### src/rtl/sram_lane_pkg.sv
`timescale 1ns/1ps
package sram_lane_pkg;

    localparam int ADDR_W    = 18;
    localparam int DATA_W    = 16;
    localparam int LANE_W    = 8;
    localparam int NUM_LANES = DATA_W / LANE_W;
    localparam int CNT_W     = 8;

    // Timing limits of one speed set, in nanoseconds
    typedef struct packed {
        int rd_ns;   // read cycle / address access
        int wp_ns;   // minimum write strobe pulse
        int ds_ns;   // data setup before strobe rise
        int wc_ns;   // minimum write cycle
        int ohz_ns;  // output release after output enable rises
    } limits_t;

    // Request fields held for the whole access
    typedef struct packed {
        logic [ADDR_W-1:0]    addr;
        logic [NUM_LANES-1:0] lanes;
        logic [DATA_W-1:0]    wdata;
    } xfer_t;

    typedef enum logic [2:0] {
        ST_IDLE   = 3'd0,
        ST_READ   = 3'd1,
        ST_WWAIT  = 3'd2,
        ST_WPULSE = 3'd3,
        ST_WREC   = 3'd4
    } seq_state_t;

    function automatic int max2(input int a, input int b);
        return (a > b) ? a : b;
    endfunction

    // ceil(ns / clk_ns), at least one cycle
    function automatic int ns_to_cyc(input int ns, input int clk_ns);
        int c;
        c = (ns + clk_ns - 1) / clk_ns;
        return (c < 1) ? 1 : c;
    endfunction

    function automatic limits_t grade_limits(input int grade_ns);
        limits_t l;
        if (grade_ns >= 85) begin
            l.rd_ns = 85; l.wp_ns = 55; l.ds_ns = 35; l.wc_ns = 85; l.ohz_ns = 35;
        end else begin
            l.rd_ns = 70; l.wp_ns = 55; l.ds_ns = 30; l.wc_ns = 70; l.ohz_ns = 25;
        end
        return l;
    endfunction

endpackage

### src/rtl/sram_req_hold.sv
`timescale 1ns/1ps
module sram_req_hold
    import sram_lane_pkg::*;
(
    input  logic  clk,
    input  logic  rst,
    input  logic  load,
    input  xfer_t din,
    output xfer_t dout
);

    xfer_t held_q;

    always_ff @(posedge clk) begin
        if (rst) begin
            held_q <= '0;
        end else if (load) begin
            held_q <= din;
        end
    end

    assign dout = held_q;

endmodule

### src/rtl/sram_phase_ctr.sv
`timescale 1ns/1ps
module sram_phase_ctr #(
    parameter int W = 8
) (
    input  logic         clk,
    input  logic         rst,
    input  logic         load,
    input  logic [W-1:0] load_val,
    output logic         last
);

    logic [W-1:0] cnt_q;

    always_ff @(posedge clk) begin
        if (rst) begin
            cnt_q <= '0;
        end else if (load) begin
            cnt_q <= load_val;
        end else if (cnt_q != '0) begin
            cnt_q <= cnt_q - 1'b1;
        end
    end

    assign last = (cnt_q == '0);

endmodule

### src/rtl/sram_turn_guard.sv
`timescale 1ns/1ps
module sram_turn_guard #(
    parameter int W      = 8,
    parameter int TA_CYC = 3
) (
    input  logic clk,
    input  logic rst,
    input  logic arm,
    output logic clear
);

    localparam logic [W-1:0] TA_VAL = W'(TA_CYC);

    logic [W-1:0] left_q;

    always_ff @(posedge clk) begin
        if (rst) begin
            left_q <= '0;
        end else if (arm) begin
            left_q <= TA_VAL;
        end else if (left_q != '0) begin
            left_q <= left_q - 1'b1;
        end
    end

    assign clear = (left_q == '0);

endmodule

### src/rtl/sram_seq_fsm.sv
`timescale 1ns/1ps
module sram_seq_fsm
    import sram_lane_pkg::*;
#(
    parameter int RD_CYC  = 7,
    parameter int WP_CYC  = 6,
    parameter int REC_CYC = 1
) (
    input  logic             clk,
    input  logic             rst,
    input  logic             req,
    input  logic             req_wr,
    input  logic             phase_last,
    input  logic             guard_clear,
    output seq_state_t       state,
    output logic             accept,
    output logic             phase_load,
    output logic [CNT_W-1:0] phase_val,
    output logic             guard_arm,
    output logic             capture
);

    localparam logic [CNT_W-1:0] RD_LAST  = CNT_W'(RD_CYC - 1);
    localparam logic [CNT_W-1:0] WP_LAST  = CNT_W'(WP_CYC - 1);
    localparam logic [CNT_W-1:0] REC_LAST = CNT_W'(REC_CYC - 1);

    seq_state_t state_q, state_d;

    always_comb begin
        state_d    = state_q;
        phase_load = 1'b0;
        phase_val  = '0;
        guard_arm  = 1'b0;
        capture    = 1'b0;
        unique case (state_q)
            ST_IDLE: begin
                if (req) begin
                    if (req_wr) begin
                        state_d = ST_WWAIT;
                    end else begin
                        state_d    = ST_READ;
                        phase_load = 1'b1;
                        phase_val  = RD_LAST;
                    end
                end
            end
            ST_READ: begin
                if (phase_last) begin
                    capture   = 1'b1;
                    guard_arm = 1'b1;
                    state_d   = ST_IDLE;
                end
            end
            ST_WWAIT: begin
                if (guard_clear) begin
                    state_d    = ST_WPULSE;
                    phase_load = 1'b1;
                    phase_val  = WP_LAST;
                end
            end
            ST_WPULSE: begin
                if (phase_last) begin
                    state_d    = ST_WREC;
                    phase_load = 1'b1;
                    phase_val  = REC_LAST;
                end
            end
            ST_WREC: begin
                if (phase_last) begin
                    state_d = ST_IDLE;
                end
            end
            default: state_d = ST_IDLE;
        endcase
    end

    always_ff @(posedge clk) begin
        if (rst) begin
            state_q <= ST_IDLE;
        end else begin
            state_q <= state_d;
        end
    end

    assign state  = state_q;
    assign accept = req && (state_q == ST_IDLE);

endmodule

### src/rtl/sram_lane_ctrl.sv
`timescale 1ns/1ps
module sram_lane_ctrl
    import sram_lane_pkg::*;
#(
    parameter int CLK_NS   = 10,
    parameter int GRADE_NS = 70
) (
    input  logic              clk,
    input  logic              rst,
    input  logic              req,
    input  logic              req_wr,
    input  logic [ADDR_W-1:0] req_addr,
    input  logic [NUM_LANES-1:0] req_lanes,
    input  logic [DATA_W-1:0] req_wdata,
    output logic              ready,
    output logic [DATA_W-1:0] rdata,
    output logic [ADDR_W-1:0] sram_addr,
    output logic              sram_ce_n,
    output logic              sram_oe_n,
    output logic              sram_we_n,
    output logic              sram_lb_n,
    output logic              sram_ub_n,
    output logic [DATA_W-1:0] sram_dq_o,
    output logic              sram_dq_oe,
    input  logic [DATA_W-1:0] sram_dq_i
);

    localparam limits_t LIM = grade_limits(GRADE_NS);
    localparam int RD_CYC  = ns_to_cyc(LIM.rd_ns, CLK_NS);
    localparam int WP_CYC  = ns_to_cyc(max2(LIM.wp_ns, LIM.ds_ns), CLK_NS);
    localparam int WC_CYC  = ns_to_cyc(LIM.wc_ns, CLK_NS);
    localparam int REC_CYC = max2(1, WC_CYC - WP_CYC);
    localparam int TA_CYC  = ns_to_cyc(LIM.ohz_ns, CLK_NS);

    seq_state_t           state;
    logic                 accept;
    logic                 phase_load;
    logic [CNT_W-1:0]     phase_val;
    logic                 phase_last;
    logic                 guard_arm;
    logic                 guard_clear;
    logic                 capture;
    xfer_t                new_xfer;
    xfer_t                cur_xfer;
    logic                 active;
    logic [NUM_LANES-1:0] lane_n;
    logic [DATA_W-1:0]    rdata_q;

    assign new_xfer = '{addr: req_addr, lanes: req_lanes, wdata: req_wdata};

    sram_req_hold u_hold (
        .clk  (clk),
        .rst  (rst),
        .load (accept),
        .din  (new_xfer),
        .dout (cur_xfer)
    );

    sram_seq_fsm #(
        .RD_CYC  (RD_CYC),
        .WP_CYC  (WP_CYC),
        .REC_CYC (REC_CYC)
    ) u_fsm (
        .clk         (clk),
        .rst         (rst),
        .req         (req),
        .req_wr      (req_wr),
        .phase_last  (phase_last),
        .guard_clear (guard_clear),
        .state       (state),
        .accept      (accept),
        .phase_load  (phase_load),
        .phase_val   (phase_val),
        .guard_arm   (guard_arm),
        .capture     (capture)
    );

    sram_phase_ctr #(.W(CNT_W)) u_phase (
        .clk      (clk),
        .rst      (rst),
        .load     (phase_load),
        .load_val (phase_val),
        .last     (phase_last)
    );

    sram_turn_guard #(.W(CNT_W), .TA_CYC(TA_CYC)) u_guard (
        .clk   (clk),
        .rst   (rst),
        .arm   (guard_arm),
        .clear (guard_clear)
    );

    assign active = (state != ST_IDLE);

    // Per-lane strobe decode and read capture
    for (genvar g = 0; g < NUM_LANES; g++) begin : g_lane
        assign lane_n[g] = !(active && cur_xfer.lanes[g]);

        always_ff @(posedge clk) begin
            if (rst) begin
                rdata_q[g*LANE_W +: LANE_W] <= '0;
            end else if (capture) begin
                rdata_q[g*LANE_W +: LANE_W] <= cur_xfer.lanes[g]
                                              ? sram_dq_i[g*LANE_W +: LANE_W]
                                              : '0;
            end
        end
    end

    assign ready      = !active;
    assign rdata      = rdata_q;
    assign sram_addr  = cur_xfer.addr;
    assign sram_ce_n  = !active;
    assign sram_oe_n  = (state != ST_READ);
    assign sram_we_n  = (state != ST_WPULSE);
    assign sram_lb_n  = lane_n[0];
    assign sram_ub_n  = lane_n[NUM_LANES-1];
    assign sram_dq_o  = cur_xfer.wdata;
    assign sram_dq_oe = (state == ST_WPULSE) || (state == ST_WREC);

endmodule

### config.mk
export PLATFORM = sky130hd
export DESIGN_NAME = sram_lane_ctrl
export DESIGN_NICKNAME = d
export VERILOG_FILES = /design/src/rtl/sram_lane_pkg.sv /design/src/rtl/sram_req_hold.sv /design/src/rtl/sram_phase_ctr.sv /design/src/rtl/sram_turn_guard.sv /design/src/rtl/sram_seq_fsm.sv /design/src/rtl/sram_lane_ctrl.sv
export SDC_FILE = /design/constraint.sdc
export NUM_CORES = 1
export LEC_CHECK = 0
export ABC_AREA = 1
export BUFFER_PORTS_ARGS = -buffer_cell sky130_fd_sc_hd__buf_2
export CORE_MARGIN = 2
export CORE_UTILIZATION = 40
export CTS_CLUSTER_SIZE = 40
export DETAILED_ROUTE_END_ITERATION = 12
export PLACE_DENSITY_LB_ADDON = 0.25
export SLEW_MARGIN = 10
export SYNTH_ARGS = -nofsm -noshare
export SYNTH_HDL_FRONTEND = slang
export SYNTH_SLANG_ARGS = --single-unit
### constraint.sdc
create_clock -name clk -period 4.23 [get_ports clk]
set_clock_uncertainty 0.2 [all_clocks]
set_input_delay 1.0575 -clock clk [delete_from_list [all_inputs] [get_ports clk]]
set_output_delay 1.0575 -clock clk [all_outputs]
set_load 0.005 [all_outputs]
==> metrics <==
setup_tns=0 ns; postcts setup bufs=0; synthesized flop and latch total=71; die area=8948 sq um; placer congestion estimate=0.7941; total CTS buffers=9; CP Max Fanout=37; Layout area overhead=15.17%; Final Util=0.4672; post-CTS sizing=0; clk root buf=clkbuf_8; # DRC=0; Initial Util=0.4057; Worst-Margin Slew=0.7188 ns; drt pass-1 iters=4; setup violators final=0; vias=2930; clock buffer depth=2; dpl hpwl=5089 um; Worst EP arrival=1.72 ns; Clock transition at path regs=0.07 ns; final period utilization=0.7050; ratio of cells with drive above 1 in the final layout=0.2829; Hold WS=0.2590 ns; syn avg cell area=7.565 sq um; GR Overflow Total=0; die width=94.60 um; port bufs=112; Power Density=641.3 nW/um^2; RSZ-0062 raised after global routing=no; Leak=1.861 nW; worst vdd rail ir drop=0.0002146 V; TritonCTS clock tree=yes; net count after synthesis=493; final-stage net count=564; Layout fillers=869; Synth Instances=434; GRT Total Usage=0.1638; vias per cell=4.772; hold buffers post-CTS=0; Tmin final=2.982 ns; vias in the first global route=2636; Final Hold Fails=0; Fmax achieved=335.3 MHz; clk sinks=71; drt total wl=7239 um; Core Rows=33; initial antenna violation count=0; Final ANT Viol Nets=0; diode count=0; largest net degree at the start of global routing=39; max-cap viol count=0; Hold WC Path Type=reg -> reg; Skew-Pair Late Insertion Delay=0.33 ns; Warnings, synthesis=0; Core Footprint=8093 sq um; register area share after synthesis=0.4329; # IOs=113; critical path launch point type=flip-flop; status=finished, final reports clean; synth unique cells=30; Slew HR=0.5178; drt first-iter violations=67; DR WL/cell=11.79 um; global-route wire length before repair=11680 um; commonest non-fill, non-tap cell in the layout=buf_2; CTS H-tree depth=3; Slew Limit Fails=0; CP Class=reg -> out; required time of the critical path=2.97 ns; commonest non-fill, non-tap cells in the layout=112 x buf_2, 105 x nand2_1, 71 x dfxtp_1; mapped cell area=3283 sq um; CP Capture Type=output pin; Die Height=94.60 um
[synthesized netlist by cell type]
library cell	number	area, sq um
dfxtp_1	71	1421
or2_2	1	6.260
buf_4	37	277.8
o21ai_0	7	35.03
xnor2_1	2	17.52
nand2_1	105	394.1
xor2_1	5	43.79
o31ai_1	1	7.510
nor3_1	2	10.01
buf_2	4	20.02
inv_1	23	86.33
nor2_2	4	25.02
nand2_2	5	31.28
clkbuf_1	8	30.03
nor3_4	2	32.53
nand4_1	4	25.02
inv_2	2	7.510
o211ai_1	1	7.510
nor2_1	28	105.1
clkinv_1	1	3.750
nand2_4	1	11.26
nor2_8	1	20.02
nand3b_1	2	15.01
ha_1	3	37.54
a21oi_1	46	230.2
buf_8	1	15.01
buf_6	4	45.04
nand3_1	61	305.3
a21oi_2	1	8.760
o21a_1	1	7.510
[metal layers]
layer / GRT usage / vias up / wire [um] / part of all wire
met4: 0.06884 / 0 / 63 / 0.0087
li1: - / 1510 / - / -
met3: 0.05108 / 6 / 445 / 0.061
met1: 0.2001 / 1339 / 3351 / 0.46
met5: 0 / - / 0 / 0
met2: 0.2673 / 75 / 3379 / 0.47
[flip-flops by register name (all words and copies together), names as in the netlist]
signal / count
u_fsm.state: 3
u_hold.dout: 36
rdata: 16
u_phase.cnt_q: 8
u_guard.left_q: 8
[final cells by class]
type | instances | area, sq um | share of cell area
Inverter | 26 | 97.59 | 0.02581
Tap cell | 105 | 131.4 | 0.03475
Clock inverter | 4 | 47.55 | 0.01257
Sequential cell | 71 | 1421 | 0.3759
Clock buffer | 11 | 131.4 | 0.03475
Multi-Input combinational cell | 283 | 1376 | 0.3640
Timing Repair Buffer | 114 | 575.6 | 0.1522
[metrics by stage]
step	instance area [sq um]	setup slack, ns	instances	power, mW
3_5_place_dp	3602	1.598	599	1.934
3_3_place_gp	3602	1.635	599	1.912
2_1_floorplan	3283	1.987	434	1.794
4_1_cts	3781	1.234	614	2.453
6_report	3781	1.248	614	2.425
5_1_grt	3781	1.149	614	2.628
[where the power goes]
group | switching (mW) | internal [mW] | total [mW]
Sequential | 0.0996 | 0.813 | 0.912
Combinational | 0.630 | 0.374 | 1.00
Clock | 0.241 | 0.268 | 0.509
Total | 0.971 | 1.45 | 2.42
[cells by family (layout without fill, tap and decap cells)]
| kind of cell | count (synthesis) | count (layout) | share of synthesized area |
|---|---|---|---|
| AO/OA/AOI/OAI | 57 | 57 | 0.09032 |
| buffers and inverters | 80 | 155 | 0.1479 |
| AND/OR/NAND/NOR | 216 | 216 | 0.2988 |
| XOR/XNOR | 7 | 7 | 0.01867 |
| flip-flops | 71 | 71 | 0.4329 |
| adder cells (fa/ha/maj) | 3 | 3 | 0.01143 |
[worst max-delay path, cell delays in order, from the launching register on]
cell     delay (ns)
dfxtp_1        0.36
nor2_1         0.18
nand2_2        0.13
inv_2          0.49
buf_2          0.23
[path summary, 6_finish.rpt]
kind | end | slack [ns] | cells after the start | from
setup / recovery | ready | 1.25 | 4 | u_fsm.state[0]
hold / removal | u_hold.dout[0] | 0.26 | 2 | u_hold.dout[0]
setup reg to reg | u_hold.dout[17] | 1.72 | 6 | u_fsm.state[0]
hold reg to reg | u_hold.dout[0] | 0.26 | 2 | u_hold.dout[0]
No activity file was read; power rests on OpenSTA's default activity.
